### config.mk
export PLATFORM = sky130hd
export DESIGN_NAME = acc_regref_unit
export DESIGN_NICKNAME = d
export VERILOG_FILES = /design/src/rtl/acc_pkg.sv /design/src/rtl/acc_microop_chain.sv /design/src/rtl/acc_skip_test.sv /design/src/rtl/acc_load_unit.sv /design/src/rtl/acc_regref_unit.sv
export SDC_FILE = /design/constraint.sdc
export NUM_CORES = 1
export LEC_CHECK = 0
export BUFFER_PORTS_ARGS = -buffer_cell sky130_fd_sc_hd__buf_2
export CORE_ASPECT_RATIO = 1.4
export CORE_UTILIZATION = 57
export CTS_CLUSTER_DIAMETER = 60
export CTS_CLUSTER_SIZE = 40
export DETAILED_ROUTE_END_ITERATION = 10
export GPL_TIMING_DRIVEN = 0
export PLACE_DENSITY = 0.78
export SYNTH_ARGS = -nofsm -noshare
export SYNTH_HDL_FRONTEND = slang
export SYNTH_SLANG_ARGS = --single-unit
### constraint.sdc
create_clock -name clk -period 3.6 [get_ports clk]
set_clock_uncertainty 0.15 [all_clocks]
set_input_delay 0.36 -clock clk [delete_from_list [all_inputs] [get_ports clk]]
set_output_delay 0.36 -clock clk [all_outputs]
set_load 0.01 [all_outputs]
### src/rtl/acc_pkg.sv
`timescale 1ns/1ps
// Package: shared constants and types for the accumulator unit.
// Assumes the micro-operation field is 12 bits wide and one-hot by convention.
package acc_pkg;
    localparam int IR_LO_W = 12;
    localparam int BIT_CLR_AC  = 11;
    localparam int BIT_CLR_E   = 10;
    localparam int BIT_INV_AC  = 9;
    localparam int BIT_INV_E   = 8;
    localparam int BIT_ROT_R   = 7;
    localparam int BIT_ROT_L   = 6;
    localparam int BIT_INCR    = 5;
    localparam int BIT_T_POS   = 4;
    localparam int BIT_T_NEG   = 3;
    localparam int BIT_T_ZERO  = 2;
    localparam int BIT_T_EZERO = 1;
    localparam int BIT_HALT    = 0;
    localparam int N_MODIFY    = BIT_CLR_AC - BIT_INCR + 1;

    typedef enum logic [1:0] {
        LD_AND  = 2'd0,
        LD_ADD  = 2'd1,
        LD_COPY = 2'd2,
        LD_CHAR = 2'd3
    } ld_kind_e;
endpackage

### src/rtl/acc_microop_chain.sv
`timescale 1ns/1ps
// Module: acc_microop_chain
// Applies the modifying micro-operations (bits 11..5) in descending bit order.
// Each stage acts on the previous stage's result. The module is purely combinational.
// Assumes the caller gates the result with the execute strobe.
module acc_microop_chain
    import acc_pkg::*;
#(
    parameter int DATA_W = 16
) (
    input  logic [IR_LO_W-1:0] ir_lo,
    input  logic [DATA_W-1:0]  ac_in,
    input  logic               e_in,
    output logic [DATA_W-1:0]  ac_out,
    output logic               e_out
);
    logic [DATA_W-1:0] ac_s [0:N_MODIFY];
    logic              e_s  [0:N_MODIFY];

    assign ac_s[0] = ac_in;
    assign e_s[0]  = e_in;

    for (genvar g = 0; g < N_MODIFY; g++) begin : g_stage
        localparam int B = BIT_CLR_AC - g;
        if (B == BIT_CLR_AC) begin : g_clr_ac
            // Stage purpose: clear the accumulator.
            assign ac_s[g+1] = ir_lo[B] ? '0 : ac_s[g];
            assign e_s[g+1]  = e_s[g];
        end else if (B == BIT_CLR_E) begin : g_clr_e
            // Stage purpose: clear the extend flag.
            assign ac_s[g+1] = ac_s[g];
            assign e_s[g+1]  = ir_lo[B] ? 1'b0 : e_s[g];
        end else if (B == BIT_INV_AC) begin : g_inv_ac
            // Stage purpose: invert the accumulator.
            assign ac_s[g+1] = ir_lo[B] ? ~ac_s[g] : ac_s[g];
            assign e_s[g+1]  = e_s[g];
        end else if (B == BIT_INV_E) begin : g_inv_e
            // Stage purpose: invert the extend flag.
            assign ac_s[g+1] = ac_s[g];
            assign e_s[g+1]  = ir_lo[B] ? ~e_s[g] : e_s[g];
        end else if (B == BIT_ROT_R) begin : g_rot_r
            // Stage purpose: rotate the {e, ac} pair right by one.
            assign ac_s[g+1] = ir_lo[B] ? {e_s[g], ac_s[g][DATA_W-1:1]} : ac_s[g];
            assign e_s[g+1]  = ir_lo[B] ? ac_s[g][0] : e_s[g];
        end else if (B == BIT_ROT_L) begin : g_rot_l
            // Stage purpose: rotate the {e, ac} pair left by one.
            assign ac_s[g+1] = ir_lo[B] ? {ac_s[g][DATA_W-2:0], e_s[g]} : ac_s[g];
            assign e_s[g+1]  = ir_lo[B] ? ac_s[g][DATA_W-1] : e_s[g];
        end else begin : g_incr
            // Stage purpose: increment the accumulator modulo 2^DATA_W.
            assign ac_s[g+1] = ir_lo[B] ? ac_s[g] + 1'b1 : ac_s[g];
            assign e_s[g+1]  = e_s[g];
        end
    end

    assign ac_out = ac_s[N_MODIFY];
    assign e_out  = e_s[N_MODIFY];
endmodule

### src/rtl/acc_skip_test.sv
`timescale 1ns/1ps
// Module: acc_skip_test
// ORs the four selected condition tests into one raw skip flag.
// Assumes the inputs are the values after the modifying stages.
module acc_skip_test
    import acc_pkg::*;
#(
    parameter int DATA_W = 16
) (
    input  logic [IR_LO_W-1:0] ir_lo,
    input  logic [DATA_W-1:0]  ac_val,
    input  logic               e_val,
    output logic               skip_raw
);
    logic sign;
    logic is_zero;

    assign sign    = ac_val[DATA_W-1];
    assign is_zero = (ac_val == '0);

    // Combine the selected tests.
    always_comb begin
        skip_raw = (ir_lo[BIT_T_POS]   & ~sign)
                 | (ir_lo[BIT_T_NEG]   &  sign)
                 | (ir_lo[BIT_T_ZERO]  &  is_zero)
                 | (ir_lo[BIT_T_EZERO] & ~e_val);
    end
endmodule

### src/rtl/acc_load_unit.sv
`timescale 1ns/1ps
// Module: acc_load_unit
// Forms the accumulator and extend flag that a sequencer load would produce.
// Assumes the caller decides whether the load is taken. Only ADD alters the flag.
module acc_load_unit
    import acc_pkg::*;
#(
    parameter int DATA_W = 16,
    parameter int CHAR_W = 8
) (
    input  ld_kind_e           ld_kind,
    input  logic [DATA_W-1:0]  ld_data,
    input  logic [DATA_W-1:0]  ac_in,
    input  logic               e_in,
    output logic [DATA_W-1:0]  ac_ld,
    output logic               e_ld
);
    logic [DATA_W:0] sum;

    assign sum = {1'b0, ac_in} + {1'b0, ld_data};

    // Select the load result.
    always_comb begin
        ac_ld = ac_in;
        e_ld  = e_in;
        unique case (ld_kind)
            LD_AND:  ac_ld = ac_in & ld_data;
            LD_ADD:  begin
                ac_ld = sum[DATA_W-1:0];
                e_ld  = sum[DATA_W];
            end
            LD_COPY: ac_ld = ld_data;
            LD_CHAR: ac_ld = {ac_in[DATA_W-1:CHAR_W], ld_data[CHAR_W-1:0]};
            default: ac_ld = ac_in;
        endcase
    end
endmodule

### src/rtl/acc_regref_unit.sv
`timescale 1ns/1ps
// Module: acc_regref_unit (top)
// Holds the accumulator and extend flag. Executes the one-hot micro-operations
// under rr_exec and accepts sequencer loads otherwise.
// Assumes rr_exec lasts one cycle per instruction and takes precedence over ld_en.
module acc_regref_unit
    import acc_pkg::*;
#(
    parameter int DATA_W = 16,
    parameter int CHAR_W = 8
) (
    input  logic               clk,
    input  logic               rst_n,
    input  logic [IR_LO_W-1:0] ir_lo,
    input  logic               rr_exec,
    input  logic               ld_en,
    input  logic [1:0]         ld_sel,
    input  logic [DATA_W-1:0]  ld_data,
    output logic [DATA_W-1:0]  ac,
    output logic               e,
    output logic               skip_req,
    output logic               halt_req
);
    logic [DATA_W-1:0] ac_q, ac_chain, ac_ld;
    logic              e_q, e_chain, e_ld, skip_raw;
    ld_kind_e          ld_kind;

    assign ld_kind = ld_kind_e'(ld_sel);

    acc_microop_chain #(.DATA_W(DATA_W)) u_chain (
        .ir_lo  (ir_lo),
        .ac_in  (ac_q),
        .e_in   (e_q),
        .ac_out (ac_chain),
        .e_out  (e_chain)
    );

    acc_skip_test #(.DATA_W(DATA_W)) u_skip (
        .ir_lo    (ir_lo),
        .ac_val   (ac_chain),
        .e_val    (e_chain),
        .skip_raw (skip_raw)
    );

    acc_load_unit #(.DATA_W(DATA_W), .CHAR_W(CHAR_W)) u_load (
        .ld_kind (ld_kind),
        .ld_data (ld_data),
        .ac_in   (ac_q),
        .e_in    (e_q),
        .ac_ld   (ac_ld),
        .e_ld    (e_ld)
    );

    // Register update: reset, then execute, then load, otherwise hold.
    always_ff @(posedge clk) begin
        if (!rst_n) begin
            ac_q <= '0;
            e_q  <= 1'b0;
        end else if (rr_exec) begin
            ac_q <= ac_chain;
            e_q  <= e_chain;
        end else if (ld_en) begin
            ac_q <= ac_ld;
            e_q  <= e_ld;
        end
    end

    assign ac       = ac_q;
    assign e        = e_q;
    assign skip_req = rr_exec & skip_raw;
    assign halt_req = rr_exec & ir_lo[BIT_HALT];

    // Assertions guarding the register update and request outputs.
    p_hold_r11: assert property (@(posedge clk) disable iff (!rst_n)
        (!rr_exec && !ld_en) |=> ($stable(ac) && $stable(e)));
    p_clear_ac_r2: assert property (@(posedge clk) disable iff (!rst_n)
        (rr_exec && ir_lo[BIT_CLR_AC] && ir_lo[BIT_INV_AC:BIT_INCR] == '0) |=> (ac == '0));
    p_rot_right_r4: assert property (@(posedge clk) disable iff (!rst_n)
        (rr_exec && ir_lo == 12'h080) |=>
        (ac == {$past(e), $past(ac[DATA_W-1:1])} && e == $past(ac[0])));
    p_incr_r6: assert property (@(posedge clk) disable iff (!rst_n)
        (rr_exec && ir_lo == 12'h020) |=> (ac == DATA_W'($past(ac) + 1'b1) && $stable(e)));
    p_skip_idle_r7: assert property (@(posedge clk) disable iff (!rst_n)
        !rr_exec |-> !skip_req);
    p_halt_r8: assert property (@(posedge clk) disable iff (!rst_n)
        halt_req |-> (rr_exec && ir_lo[BIT_HALT]));
    p_char_keep_r10: assert property (@(posedge clk) disable iff (!rst_n)
        (!rr_exec && ld_en && ld_sel == 2'd3) |=> $stable(ac[DATA_W-1:CHAR_W]));
    p_e_keep_r10: assert property (@(posedge clk) disable iff (!rst_n)
        (!rr_exec && ld_en && ld_sel != 2'd1) |=> $stable(e));
endmodule

**Yosys cells after proc, flatten, opt, wreduce, memory -nomap -nowiden**

Index checks and enable logic that the tools add are counted.
Widths: inputs -> output; s select.

- Logic and storage cells: 44
- Input bits: 34
- Bits in registers: 17

- Multiplexer cells: 15
- Bitwise operators: 14
- Reduce and logical (&&, ||, !) cells: 6
- Equal/unequal tests: 4
- Add/sub/neg operators: 2

Operator list:

| kind | count |
|---|---|
| $mux 16 | 7 |
| $pmux 16 s4 | 1 |
| $add 16x16->17 | 1 |
| $add 16x1->16 const B | 1 |
| $and 16x16->16 | 1 |
| $logic_not 16->1 | 1 |
| $not 16->16 | 1 |
| $mux 1 | 7 |
| $and 1x1->1 | 6 |
| $eq 2x2->1 const B | 2 |
| $reduce_and 2->1 | 2 |
| $reduce_bool 2->1 | 2 |
| $not 1->1 | 3 |
| $or 1x1->1 | 3 |
| $eq 2x1->1 const B | 1 |
| $logic_not 2->1 | 1 |
| $ne 2x2->1 const B | 1 |

**Depth between registers and ports, before layout**

Gate-level depths: netlist (run 1).

- Depth after elaboration: 13
- Depth in mapped cells: 15

**Hierarchy**

Synthesis (run 1) repeated with hierarchy kept, for this count alone.

- Cells, all modules: 479
- Area, all modules: 3,706.1 um2

By module, submodules not included:

| module | cells an instance | instances | area an instance (um2) |
|---|---|---|---|
| acc_microop_chain | 207 | 1 | 1,387.6 |
| acc_load_unit | 185 | 1 | 1,320.0 |
| acc_regref_unit | 77 | 1 | 930.9 |
| acc_skip_test | 10 | 1 | 67.6 |

**Worst setup path after synthesis (run 1)**

Ideal clock, no wire load.

- Path type: input to output
- From: in ir_lo[7]
- To: out skip_req
- Path slack: 99 ps
- Data arrival time: 2,991 ps
- Stages: 15
- Path through: buf_6 > mux2i_1 > nor2_1 > xnor2_1 > mux2_4 > inv_1 > ha_1 > nand2_1 > a21oi_1 > o21ai_1 > nor4_1 > mux2i_1 > a2111oi_2 > nand4_1 > a31oi_1

- Word-level cells in the longest chain between the ends: 10

Ends and longest elaborated chain:

| item | line | RTL |
|---|---|---|
| start: declaration | acc_regref_unit.sv:14 | `input logic [IR_LO_W-1:0] ir_lo,` |
| parallel branches: the longest is 8 deep, another holds $add 16x1->16 | n/a |  |
| $or 1x1->1 (*) | acc_skip_test.sv:26 | `\| (ir_lo[BIT_T_EZERO] & ~e_val);` |
| $and 1x1->1 (*) | acc_regref_unit.sv:70 | `assign skip_req = rr_exec & skip_raw;` |
| end: declaration | acc_regref_unit.sv:21 | `output logic skip_req,` |

Every way passes the cells marked *.

**Final worst setup path (run 1)**

- From: reg ac_q[5] (netlist: ac[5])
- To: out skip_req

- Word-level cells in the longest chain between the ends: 13

Ends and longest elaborated chain:

| item | line | RTL |
|---|---|---|
| start: declaration | acc_regref_unit.sv:24 | `logic [DATA_W-1:0] ac_q, ac_chain, ac_ld;` |
| start signal: assignment | acc_regref_unit.sv:60 | `ac_q <= ac_chain;` |
| start signal: assignment | acc_regref_unit.sv:63 | `ac_q <= ac_ld;` |
| $mux 16 (*) | acc_microop_chain.sv:27 | `assign ac_s[g+1] = ir_lo[B] ? '0 : ac_s[g];` |
| $not 16->16 | acc_microop_chain.sv:35 | `assign ac_s[g+1] = ir_lo[B] ? ~ac_s[g] : ac_s[g];` |
| $mux 16 (*) | acc_microop_chain.sv:35 |  |
| $mux 16 (*) | acc_microop_chain.sv:43 | `assign ac_s[g+1] = ir_lo[B] ? {e_s[g], ac_s[g][DATA_W-1:1]} : ac_s[g];` |
| $mux 16 (*) | acc_microop_chain.sv:47 | `assign ac_s[g+1] = ir_lo[B] ? {ac_s[g][DATA_W-2:0], e_s[g]} : ac_s[g];` |
| $add 16x1->16 | acc_microop_chain.sv:51 | `assign ac_s[g+1] = ir_lo[B] ? ac_s[g] + 1'b1 : ac_s[g];` |
| $mux 16 (*) | acc_microop_chain.sv:51 |  |
| parallel branches: the longest is 3 deep, another holds $logic_not 16->1 | n/a |  |
| $or 1x1->1 (*) | acc_skip_test.sv:25 | `\| (ir_lo[BIT_T_ZERO] & is_zero)` |
| $or 1x1->1 (*) | acc_skip_test.sv:26 |  |
| $and 1x1->1 (*) | acc_regref_unit.sv:70 |  |

Marks and branches as above.

==> results of run 1 <==
[what timing repair did]
item / CTS / global route
endpoints found under the setup margin: 2 / 1
pin swaps: 6 / 8
setup buffers: 14 / 5
resized for setup: 30 / 22
endpoints found under the hold margin: 0 / 0
[routing by layer]
layer,track usage [%],wire length (µm),up-vias
li1,-,-,1842
met1,38.77,4145,1796
met2,65.40,5621,191
met3,3.818,633,49
met4,17.91,593,0
met5,0,0,-
[stage by stage]
stage	instances	setup slack (ns)	area (µm²)	setup TNS, ns	power (µW)
4_1_cts	582	-0.2250	3924	-0.2250	1008
3_5_place_dp	564	-0.6031	3641	-0.8660	818.0
6_report	587	-0.2213	4075	-0.2213	1054
2_1_floorplan	450	0.09922	3326	0	670.2
5_1_grt	587	-0.4193	4075	-0.4193	1129
3_3_place_gp	564	-0.4796	3641	-0.6522	801.4
[state kept, by name, summed over array words and instances (netlist names)]
name  cells
ac       16
e         1
[worst max-delay path: stages, from the launching register on]
cell and delay [ns]:
sky130_fd_sc_hd__dfxtp_1 0.51, sky130_fd_sc_hd__mux2i_1 0.23, sky130_fd_sc_hd__o22ai_1 0.38, sky130_fd_sc_hd__nor4b_4 0.39, sky130_fd_sc_hd__o21ai_2 0.18, sky130_fd_sc_hd__nor3_4 0.33, sky130_fd_sc_hd__a31oi_1 0.14, sky130_fd_sc_hd__o21a_1 0.20
sky130_fd_sc_hd__or3_1 0.41, sky130_fd_sc_hd__a31oi_1 0.14, sky130_fd_sc_hd__buf_2 0.15
[power groups by stage]
stage | logic [µW] | clock network, µW | registers [µW]
floorplan | 427 | 0 | 243
global placement | 557 | 0 | 244
detailed placement | 573 | 0 | 245
CTS | 627 | 141 | 240
global route | 733 | 151 | 245
finish | 671 | 141 | 242
[how the worst max path moves through the flow]
stage | cells past startpoint | slack [ns] | start | endpoint
5_1_grt | 12 | -0.42 | ir_lo[7] | skip_req
4_1_cts | 15 | -0.23 | ac[1] | skip_req
2_1_floorplan | 15 | 0.1 | ir_lo[7] | skip_req
6_report | 10 | -0.22 | ac[5] | skip_req
3_5_place_dp | 15 | -0.60 | ir_lo[6] | skip_req
3_3_place_gp | 15 | -0.48 | ir_lo[6] | skip_req
[placed cells by master (no fill, tap or decap), types with 5 or more instances in the layout]
cell type | Yosys | final
sky130_fd_sc_hd__buf_2 | 7 | 52
sky130_fd_sc_hd__nor2_1 | 39 | 38
sky130_fd_sc_hd__nand2_1 | 36 | 35
sky130_fd_sc_hd__xnor2_1 | 30 | 27
sky130_fd_sc_hd__mux2i_1 | 29 | 26
sky130_fd_sc_hd__a21oi_1 | 27 | 25
sky130_fd_sc_hd__o21ai_0 | 22 | 22
sky130_fd_sc_hd__buf_4 | 0 | 19
sky130_fd_sc_hd__ha_1 | 17 | 16
sky130_fd_sc_hd__clkbuf_1 | 13 | 13
sky130_fd_sc_hd__xor2_1 | 13 | 13
sky130_fd_sc_hd__a211oi_1 | 14 | 13
sky130_fd_sc_hd__dfxtp_1 | 17 | 13
sky130_fd_sc_hd__inv_1 | 11 | 10
sky130_fd_sc_hd__nor2b_1 | 10 | 9
sky130_fd_sc_hd__nand2b_1 | 8 | 8
sky130_fd_sc_hd__o22ai_1 | 8 | 8
sky130_fd_sc_hd__nand3_1 | 8 | 8
sky130_fd_sc_hd__nor3_1 | 9 | 8
sky130_fd_sc_hd__a21o_1 | 7 | 7
sky130_fd_sc_hd__a31oi_1 | 7 | 7
sky130_fd_sc_hd__and2_1 | 6 | 6
sky130_fd_sc_hd__mux2_2 | 6 | 5
sky130_fd_sc_hd__a22oi_1 | 5 | 5
sky130_fd_sc_hd__a221oi_1 | 6 | 5
sky130_fd_sc_hd__nor3b_1 | 5 | 5
sky130_fd_sc_hd__and3_1 | 5 | 5
sky130_fd_sc_hd__o21a_1 | 5 | 5
[kinds of logic (layout without fill, tap and decap cells)]
| logic type | after synthesis | after routing | share of synthesized area [%] |
|---|---|---|---|
| xor gates and xnor gates | 43 | 43 | 11.32 |
| muxes | 37 | 37 | 11.89 |
| adders and majority gates | 18 | 18 | 6.998 |
| DFF | 17 | 17 | 10.23 |
| and+or+nand+nor | 154 | 154 | 24.42 |
| buffers and inverters | 37 | 106 | 5.117 |
| AOI/OAI and AO/OA | 144 | 144 | 30.02 |
[cell type report]
type	instances	share of cell area, %
inverters	12	1.197
well taps	68	2.088
clock buffers	4	1.105
repair buffers	65	9.150
flip-flops and latches	17	8.597
multi-input cells	396	74.61
plain buffers	25	3.255
==> run summary, run 1 <==
number of buffers created by CTS = 3
total power divided by cell area = 258.5 mW/mm²
net total in the final layout = 572
period utilisation layout = 106.1%
hold-fix buffers at CTS = 0
distinct cell type count of the synthesized netlist = 74
Critical Path Sink Type = output port
total via count in the routed design = 3878
sequential element share of the synthesized area = 10.23%
placed wire-length estimate after detailed placement = 8222 µm
area inside the core boundary = 0.005565 mm²
worst skew pair latency = 0.25 ns
FF+latch count, synth = 17
worst rel slew slack = 58.19%
cell internal power dissipation = 576.5 µW
Ys Warns = 0
net count after synthesis = 502
Hold WC Path Type = reg2reg
vias in the first global route = 3738
detailed-route wire length = 10990 µm
maximum level of the CTS H-tree = 1
x dimension of the die = 66.56 µm
violations in the final reports = negative setup slack
router iterations before antenna repair = 5
setup repair after global routing missed its margin = true
data required time of the critical path = 3.09 ns
reg-to-reg setup timing slack = 0.42 ns
starting density of the core = 59.76%
clock-pin transition on the worst setup and hold timing paths = 0.06 ns
launching element type of the critical path = flop
Die Outline Area = 0.006148 mm²
Reg area = 350.3 µm²
net switching fraction of the power = 45.28%
maximum fanout count along the critical path = 8
Synth Area per Inst = 7.390 µm²
relative contribution of sequential cells to total power = 23.0%
TritonCTS clock tree = yes
endpoints failing setup = 1
most common flop cell mapped by yosys = sky130_fd_sc_hd__dfxtp_1
Static Leakage = 0.001676 µW
Commonest cells post-synth = sky130_fd_sc_hd__nor2_1, sky130_fd_sc_hd__nand2_1, sky130_fd_sc_hd__xnor2_1
largest net degree at the start of global routing = 11
Crit Reg-Reg Startpoint = ac[0]
share of power burned in combinational logic = 63.7%
root buffer cell = sky130_fd_sc_hd__clkbuf_8
launch instance of the worst min-delay path = e
GRT Residual Overflow = 0
share of final-layout standard cells stronger than drive strength 1 = 25.24%
Buffers on Ports = 46
global-route usage over all layers = 35.64%
async set-or-reset flop fraction in the synthesized netlist = 0%
utilization after layout = 73.22%
Wirelength per Cell = 18.73 µm
final weighted congestion of routability-driven global placement = 0.9306
worst-case hold slack = 0.3517 ns
number of rows in the core area = 32
maximum VDD drop = 226.1 µV
Final Max Slew Viols = 0
antenna violations before repair = 0
Die H = 92.38 µm
result of the run = finished, violations left
cells after synthesis = 450
cells on worst reg2reg path = 15
Max Fclk = 261.7 MHz
Psw = 477.1 µW
cell accounting for the most synthesized area = sky130_fd_sc_hd__dfxtp_1
wire length of the first global-routing pass = 17030 µm
kind of critical path = reg2out
count of flip-flops with a built-in enable after synthesis = 0
largest cells by area after synthesis = sky130_fd_sc_hd__dfxtp_1, sky130_fd_sc_hd__mux2i_1, sky130_fd_sc_hd__xnor2_1, sky130_fd_sc_hd__ha_1, sky130_fd_sc_hd__nor2_1
Slew @ Worst Pin = 0.6248 ns
Iter 0 DRT Violations = 269
DRC violations left = 0
area of combinational cells with multiple inputs = 0.003040 mm²
Fillers = 456
CP arrival = 3.31 ns
Setup WS post-layout = -0.2213 ns
Synth Cell Area = 0.003326 mm²
Final min period = 3.821 ns
maximum clock insertion buffer count = 2
Worst Hold Endpoint = e
cell depth of the worst hold path = 2
I/O Pins = 53
Ant. Diodes = 0
Final Hold Viols = 0
capture point of the worst reg-to-reg path = ac[4]
number of max-cap violations = 0
area added between synthesis and finish = 22.54%
share of power burned in the clock network = 13.3%
count leader, synth = sky130_fd_sc_hd__nor2_1
sinks on the clock net = 17
Synth top area share = 10.23%
number of nets with antenna violations after detailed routing = 0
post-detailed-route via-to-cell ratio = 6.606
Note: power is estimated with default switching activity, not from simulation.
==> run 2: changes to the inputs <==
--- a/config.mk
+++ b/config.mk
@@ -5,14 +5,14 @@
 export SDC_FILE = /design/constraint.sdc
 export NUM_CORES = 1
 export LEC_CHECK = 0
-export BUFFER_PORTS_ARGS = -buffer_cell sky130_fd_sc_hd__buf_2
 export CORE_ASPECT_RATIO = 1.4
 export CORE_UTILIZATION = 57
 export CTS_CLUSTER_DIAMETER = 60
 export CTS_CLUSTER_SIZE = 40
 export DETAILED_ROUTE_END_ITERATION = 10
+export DONT_BUFFER_PORTS = 1
 export GPL_TIMING_DRIVEN = 0
-export PLACE_DENSITY = 0.78
+export PLACE_DENSITY = 0.7
 export SYNTH_ARGS = -nofsm -noshare
 export SYNTH_HDL_FRONTEND = slang
 export SYNTH_SLANG_ARGS = --single-unit
==> run 2 against run 1 <==
  * The run still ends with negative setup slack left
  * Largest power group unchanged
  * Setup slack improved by 0.053 ns
  * Fmax rose by 1.4%
  * Die area did not move
==> run summary, run 2 (synthesis results as in run 1) <==
post-detailed-route via-to-cell ratio = 6.732 (was 6.606)
Ant. Diodes = 0 (unchanged)
worst rel slew slack = 54.75% (was 58.19%)
placed wire-length estimate after detailed placement = 7864 µm (was 8222 µm)
kind of critical path = reg2out (unchanged)
global-route usage over all layers = 34.86% (was 35.64%)
worst skew pair latency = 0.25 ns (about the same)
antenna violations before repair = 0 (unchanged)
worst-case setup slack after placement = -0.5255 ns (was -0.6031 ns)
number of rows in the core area = 32 (unchanged)
placed cell areas = 0.003411 mm² (was 0.003641 mm²)
share of final-layout standard cells stronger than drive strength 1 = 17.81% (was 25.24%)
clock-pin transition on the worst setup and hold timing paths = 0.06 ns (about the same)
number of max-cap violations = 0 (unchanged)
maximum VDD drop = 178.0 µV (was 226.1 µV)
hold-fix buffers at CTS = 0 (unchanged)
area added between synthesis and finish = 14.90% (was 22.54%)
Critical Path Sink Type = output port (unchanged)
total power divided by cell area = 262.7 mW/mm² (was 258.5 mW/mm²)
capture point of the worst reg-to-reg path = ac[15] (was ac[4])
wire length of the first global-routing pass = 16570 µm (was 17030 µm)
vias in the first global route = 3586 (was 3738)
cells on worst reg2reg path = 9 (was 15)
cell depth of the worst hold path = 3 (was 2)
setup repair after global routing missed its margin = true (unchanged)
most frequent cells in the layout = sky130_fd_sc_hd__nor2_1, sky130_fd_sc_hd__nand2_1, sky130_fd_sc_hd__xnor2_1, sky130_fd_sc_hd__mux2i_1, sky130_fd_sc_hd__a21oi_1 (was sky130_fd_sc_hd__buf_2, sky130_fd_sc_hd__nor2_1, sky130_fd_sc_hd__nand2_1, sky130_fd_sc_hd__xnor2_1, sky130_fd_sc_hd__mux2i_1)
reg-to-reg setup timing slack = 0.35 ns (was 0.42 ns)
router iterations before antenna repair = 5 (unchanged)
Crit Reg-Reg Startpoint = ac[6] (was ac[0])
overall power after layout = 1004 µW (was 1054 µW)
net total in the final layout = 519 (was 572)
violations in the final reports = negative setup slack (unchanged)
endpoints failing setup = 1 (unchanged)
Slew @ Worst Pin = 0.6763 ns (was 0.6248 ns)
Iter 0 DRT Violations = 218 (was 269)
data required time of the critical path = 3.09 ns (about the same)
maximum level of the CTS H-tree = 1 (unchanged)
Wirelength per Cell = 19.75 µm (was 18.73 µm)
launching element type of the critical path = flop (unchanged)
utilization after layout = 68.66% (was 73.22%)
total via count in the routed design = 3595 (was 3878)
DRC violations left = 0 (unchanged)
Final min period = 3.769 ns (was 3.821 ns)
root buffer cell = sky130_fd_sc_hd__clkbuf_8 (unchanged)
CP arrival = 3.26 ns (was 3.31 ns)
starting density of the core = 59.76% (unchanged)
max FFs per register = 16 (unchanged)
maximum fanout count along the critical path = 6 (was 8)
sinks on the clock net = 17 (unchanged)
GRT Residual Overflow = 0 (unchanged)
launch instance of the worst min-delay path = rr_exec (was e)
number of buffers created by CTS = 3 (unchanged)
Final Hold Viols = 0 (unchanged)
x dimension of the die = 66.56 µm (unchanged)
period utilisation layout = 104.7% (was 106.1%)
leading cell type in the layout, fill and taps excluded = sky130_fd_sc_hd__nor2_1 (was sky130_fd_sc_hd__buf_2)
Worst Hold Endpoint = e (unchanged)
Final Max Slew Viols = 0 (unchanged)
Buffers on Ports = 0 (was 46)
I/O Pins = 53 (unchanged)
result of the run = finished, violations left (unchanged)
detailed-route wire length = 10550 µm (was 10990 µm)
Setup WS post-layout = -0.1685 ns (was -0.2213 ns)
maximum clock insertion buffer count = 2 (unchanged)
Static Leakage = 0.001453 µW (was 0.001676 µW)
final weighted congestion of routability-driven global placement = 0.8978 (was 0.9306)
area of combinational cells with multiple inputs = 0.003058 mm² (was 0.003040 mm²)
Fillers = 484 (was 456)
area inside the core boundary = 0.005565 mm² (unchanged)
Die H = 92.38 µm (unchanged)
Reg area = 354.1 µm² (was 350.3 µm²)
Hold WC Path Type = in2reg (was reg2reg)
area of all placed cells without fillers = 0.003821 mm² (was 0.004075 mm²)
Max Fclk = 265.4 MHz (was 261.7 MHz)
number of nets with antenna violations after detailed routing = 0 (unchanged)
TritonCTS clock tree = yes (unchanged)
Die Outline Area = 0.006148 mm² (unchanged)
largest net degree at the start of global routing = 11 (unchanged)
-- run 2: final cells by class --
cell class,count,share of cell area (%)
Inverter,12,1.277
Timing Repair Buffer,12,2.685
Multi-Input combinational cell,396,80.03
Clock buffer,4,1.179
Buffer,25,3.340
Tap cell,68,2.227
Sequential cell,17,9.267
-- run 2: per-stage QoR --
| step | TNS, ns | hold slack [ns] | std cells |
|---|---|---|---|
| 2_1_floorplan | 0 | 0.3484 | 450 |
| 5_1_grt | -0.3071 | 0.1599 | 534 |
| 3_3_place_gp | -0.6974 | 0.3958 | 518 |
| 4_1_cts | -0.1765 | 0.1501 | 530 |
| 6_report | -0.1685 | 0.1561 | 534 |
| 3_5_place_dp | -0.7852 | 0.4021 | 518 |
-- run 2: how the worst max path moves through the flow --
stage                     startpoint        to  slack, ns  cells past startpoint
final                          ac[3]  skip_req      -0.17                      9
after floorplan             ir_lo[7]  skip_req        0.1                     15
after CTS                      ac[1]  skip_req      -0.18                     14
after global routing           ac[3]  skip_req      -0.31                      9
after detailed placement    ir_lo[6]  skip_req      -0.53                     14
after global placement      ir_lo[6]  skip_req      -0.48                     14
-- run 2: timing repair --
item                                    CTS  global route
endpoints found under the setup margin    2             1
pin swaps                                 4             9
resized for setup                        34            20
buffers inserted                          8             4
-- run 2: metal layers --
metal	vias up	share of wire, %	track usage (%)
li1	1724	-	-
met1	1654	38	38.09
met2	170	50	60.52
met3	47	6.7	6.034
met4	0	5.3	21.10
met5	-	0	0
-- run 2: critical path, cell delays in order, from the launching register on --
cell,delay [ns]
sky130_fd_sc_hd__dfxtp_2,0.38
sky130_fd_sc_hd__mux2i_1,0.37
sky130_fd_sc_hd__o21ai_0,0.26
sky130_fd_sc_hd__nand3_1,0.13
sky130_fd_sc_hd__a21bo_2,0.24
sky130_fd_sc_hd__or4_4,0.56
sky130_fd_sc_hd__a2111oi_4,0.39
sky130_fd_sc_hd__nor4b_4,0.28
sky130_fd_sc_hd__nand4_1,0.14
sky130_fd_sc_hd__a31oi_2,0.25
-- run 2: power breakdown --
| group | internal [µW] | switching [µW] | leakage, µW |
|---|---|---|---|
| Sequential | 209 | 48.3 | 0.000144 |
| Clock | 78.6 | 64.4 | 0.0000228 |
| Combinational | 257 | 347 | 0.00129 |
==> run 3: changes to the inputs <==
--- a/config.mk
+++ b/config.mk
@@ -5,14 +5,14 @@
 export SDC_FILE = /design/constraint.sdc
 export NUM_CORES = 1
 export LEC_CHECK = 0
-export CORE_ASPECT_RATIO = 1.4
-export CORE_UTILIZATION = 57
+export CORE_ASPECT_RATIO = 1.1
+export CORE_UTILIZATION = 35
 export CTS_CLUSTER_DIAMETER = 60
 export CTS_CLUSTER_SIZE = 40
 export DETAILED_ROUTE_END_ITERATION = 10
 export DONT_BUFFER_PORTS = 1
 export GPL_TIMING_DRIVEN = 0
-export PLACE_DENSITY = 0.7
+export PLACE_DENSITY = 0.47
 export SYNTH_ARGS = -nofsm -noshare
 export SYNTH_HDL_FRONTEND = slang
 export SYNTH_SLANG_ARGS = --single-unit
==> run 3 against run 2 <==
  * The flow still finishes with violations (negative setup slack)
  * Cell area rose by 0.59%
  * Cell count rose by 9.0%
  * Clock-buffer cell count did not move
  * Combinational power fell by 1%
  * Critical path depth rose by 1
  * Die area rose by 61%
  * Fmax fell by 1.4%
  * Largest cell class unchanged
  * Largest power group unchanged
==> run summary, run 3 (synthesis results as in run 1) <==
DRC violations left = 0 (unchanged)
router iterations before antenna repair = 4 (was 5)
Crit Reg-Reg Startpoint = ac[1] (was ac[6])
area inside the core boundary = 0.009054 mm² (was 0.005565 mm²)
Final min period = 3.823 ns (was 3.769 ns)
worst-case hold slack = 0.1674 ns (was 0.1561 ns)
CP arrival = 3.31 ns (was 3.26 ns)
Wirelength per Cell = 19.08 µm (was 19.75 µm)
maximum fanout count along the critical path = 7 (was 6)
setup repair after global routing missed its margin = true (unchanged)
met2 capacity usage during global routing = 39.16% (was 60.52%)
period utilisation layout = 106.2% (was 104.7%)
Hold WC Path Type = in2reg (unchanged)
antenna violations before repair = 0 (unchanged)
Static Leakage = 0.001459 µW (was 0.001453 µW)
maximum VDD drop = 110.4 µV (was 178.0 µV)
share of final-layout standard cells stronger than drive strength 1 = 17.95% (was 17.81%)
Final Hold Viols = 0 (unchanged)
clock-pin transition on the worst setup and hold timing paths = 0.06 ns (about the same)
global route hottest layer = met2 (unchanged)
worst path cell trace = nor2b_4 -> xnor2_2 -> mux2_2 -> mux2_4 -> buf_4 -> or4_4 -> a2111oi_2 -> nor4b_4 -> nand4_1 -> a31oi_2 (was mux2i_1 -> o21ai_0 -> nand3_1 -> a21bo_2 -> or4_4 -> a2111oi_4 -> nor4b_4 -> nand4_1 -> a31oi_2)
worst rel slew slack = 47.75% (was 54.75%)
Ant. Diodes = 0 (unchanged)
placed wire-length estimate after detailed placement = 8841 µm (was 7864 µm)
Setup WS post-layout = -0.2234 ns (was -0.1685 ns)
net total in the final layout = 521 (was 519)
Iter 0 DRT Violations = 181 (was 218)
result of the run = finished, violations left (unchanged)
area of all placed cells without fillers = 0.003844 mm² (was 0.003821 mm²)
most frequent cells in the layout = sky130_fd_sc_hd__nor2_1, sky130_fd_sc_hd__nand2_1, sky130_fd_sc_hd__mux2i_1, sky130_fd_sc_hd__a21oi_1, sky130_fd_sc_hd__xnor2_1 (was sky130_fd_sc_hd__nor2_1, sky130_fd_sc_hd__nand2_1, sky130_fd_sc_hd__xnor2_1, sky130_fd_sc_hd__mux2i_1, sky130_fd_sc_hd__a21oi_1)
Critical Path Sink Type = output port (unchanged)
violations in the final reports = negative setup slack (unchanged)
maximum level of the CTS H-tree = 1 (unchanged)
max FFs per register = 16 (unchanged)
Die Outline Area = 0.009896 mm² (was 0.006148 mm²)
Die H = 104.2 µm (was 92.38 µm)
kind of critical path = reg2out (unchanged)
slowest library cell on the worst path = sky130_fd_sc_hd__or4_4 (unchanged)
wire length of the first global-routing pass = 18120 µm (was 16570 µm)
vias in the first global route = 3446 (was 3586)
Final Max Slew Viols = 0 (unchanged)
area added between synthesis and finish = 15.58% (was 14.90%)
Buffers on Ports = 0 (unchanged)
maximum clock insertion buffer count = 2 (unchanged)
number of max-cap violations = 0 (unchanged)
placed cell areas = 0.003468 mm² (was 0.003411 mm²)
leading cell type in the layout, fill and taps excluded = sky130_fd_sc_hd__nor2_1 (unchanged)
launching element type of the critical path = flop (unchanged)
number of nets with antenna violations after detailed routing = 0 (unchanged)
Slew @ Worst Pin = 0.7838 ns (was 0.6763 ns)
total via count in the routed design = 3465 (was 3595)
final-layout setup total negative slack = -0.2234 ns (was -0.1685 ns)
overall power after layout = 996.5 µW (was 1004 µW)
met3 Usage GRT = 2.047% (was 6.034%)
total power divided by cell area = 259.3 mW/mm² (was 262.7 mW/mm²)
detailed-route wire length = 11100 µm (was 10550 µm)
I/O Pins = 53 (unchanged)
largest net degree at the start of global routing = 11 (unchanged)
sinks on the clock net = 17 (unchanged)
M1 GR Usage = 30.77% (was 38.09%)
GRT Residual Overflow = 0 (unchanged)
peak per-stage delay on the critical path = 0.54 ns (was 0.56 ns)
CP Launch Point = ac[1] (was ac[3])
starting density of the core = 36.73% (was 59.76%)
filler-free cell count of the finished design = 582 (was 534)
number of instances in the placed design = 564 (was 518)
launch instance of the worst min-delay path = rr_exec (unchanged)
TritonCTS clock tree = yes (unchanged)
x dimension of the die = 94.94 µm (was 66.56 µm)
final weighted congestion of routability-driven global placement = 0.8543 (was 0.8978)
root buffer cell = sky130_fd_sc_hd__clkbuf_8 (unchanged)
number of rows in the core area = 36 (was 32)
endpoints failing setup = 1 (unchanged)
global-route usage over all layers = 23.09% (was 34.86%)
worst skew pair latency = 0.25 ns (about the same)
Max Fclk = 261.5 MHz (was 265.4 MHz)
number of buffers created by CTS = 3 (unchanged)
post-detailed-route via-to-cell ratio = 5.954 (was 6.732)
data required time of the critical path = 3.09 ns (about the same)
## run 3: path summary, 6_finish.rpt
check,to,slack [ns],cells past startpoint
setup reg to reg,ac[14],0.27,15
hold / removal,e,0.17,3
setup / recovery,skip_req,-0.22,10
hold reg to reg,e,0.38,2
## run 3: repair_timing
item,4_1_cts,5_1_grt
buffers inserted,10,4
endpoints found under the setup margin,2,3
gates cloned,0,0
hold buffers,0,0
resized for setup,31,19
pin swaps,5,8
## run 3: critical path, delay by kind of cell (launching register included)
family                    cells  cell delay [ns]
and+or+nand+nor               4             1.21
xor gates and xnor gates      1             0.08
AOI/OAI and AO/OA             2             0.63
buffers and inverters         1             0.18
DFF                           1             0.41
muxes                         2             0.56
## run 3: layer usage
layer	wire, µm	vias to the layer above
li1	-	1734
met1	5017	1635
met2	5428	87
met3	530	9
met4	126	0
met5	0	-
## run 3: metrics by stage
stage          setup slack, ns  util [%]
5_1_grt                -0.3741     42.45
4_1_cts                -0.3348     41.09
6_report               -0.2234     42.45
3_5_place_dp           -0.6537     38.31
2_1_floorplan          0.09922         -
3_3_place_gp           -0.6081     38.31
## run 3: where the power goes
group / leakage (µW) / switching (µW) / internal [µW]
clock network: 0.0000228 / 59.7 / 78.4
logic: 0.00129 / 339 / 258
registers: 0.000144 / 52.2 / 209
## run 3: cell type report
class,instances,area (µm²)
well taps,114,142.6
flip-flops and latches,17,355.3
multi-input cells,396,3015
plain buffers,25,131.4
fillers,956,5210
clock buffers,4,45.04
repair buffers,14,105.1
inverters,12,48.80
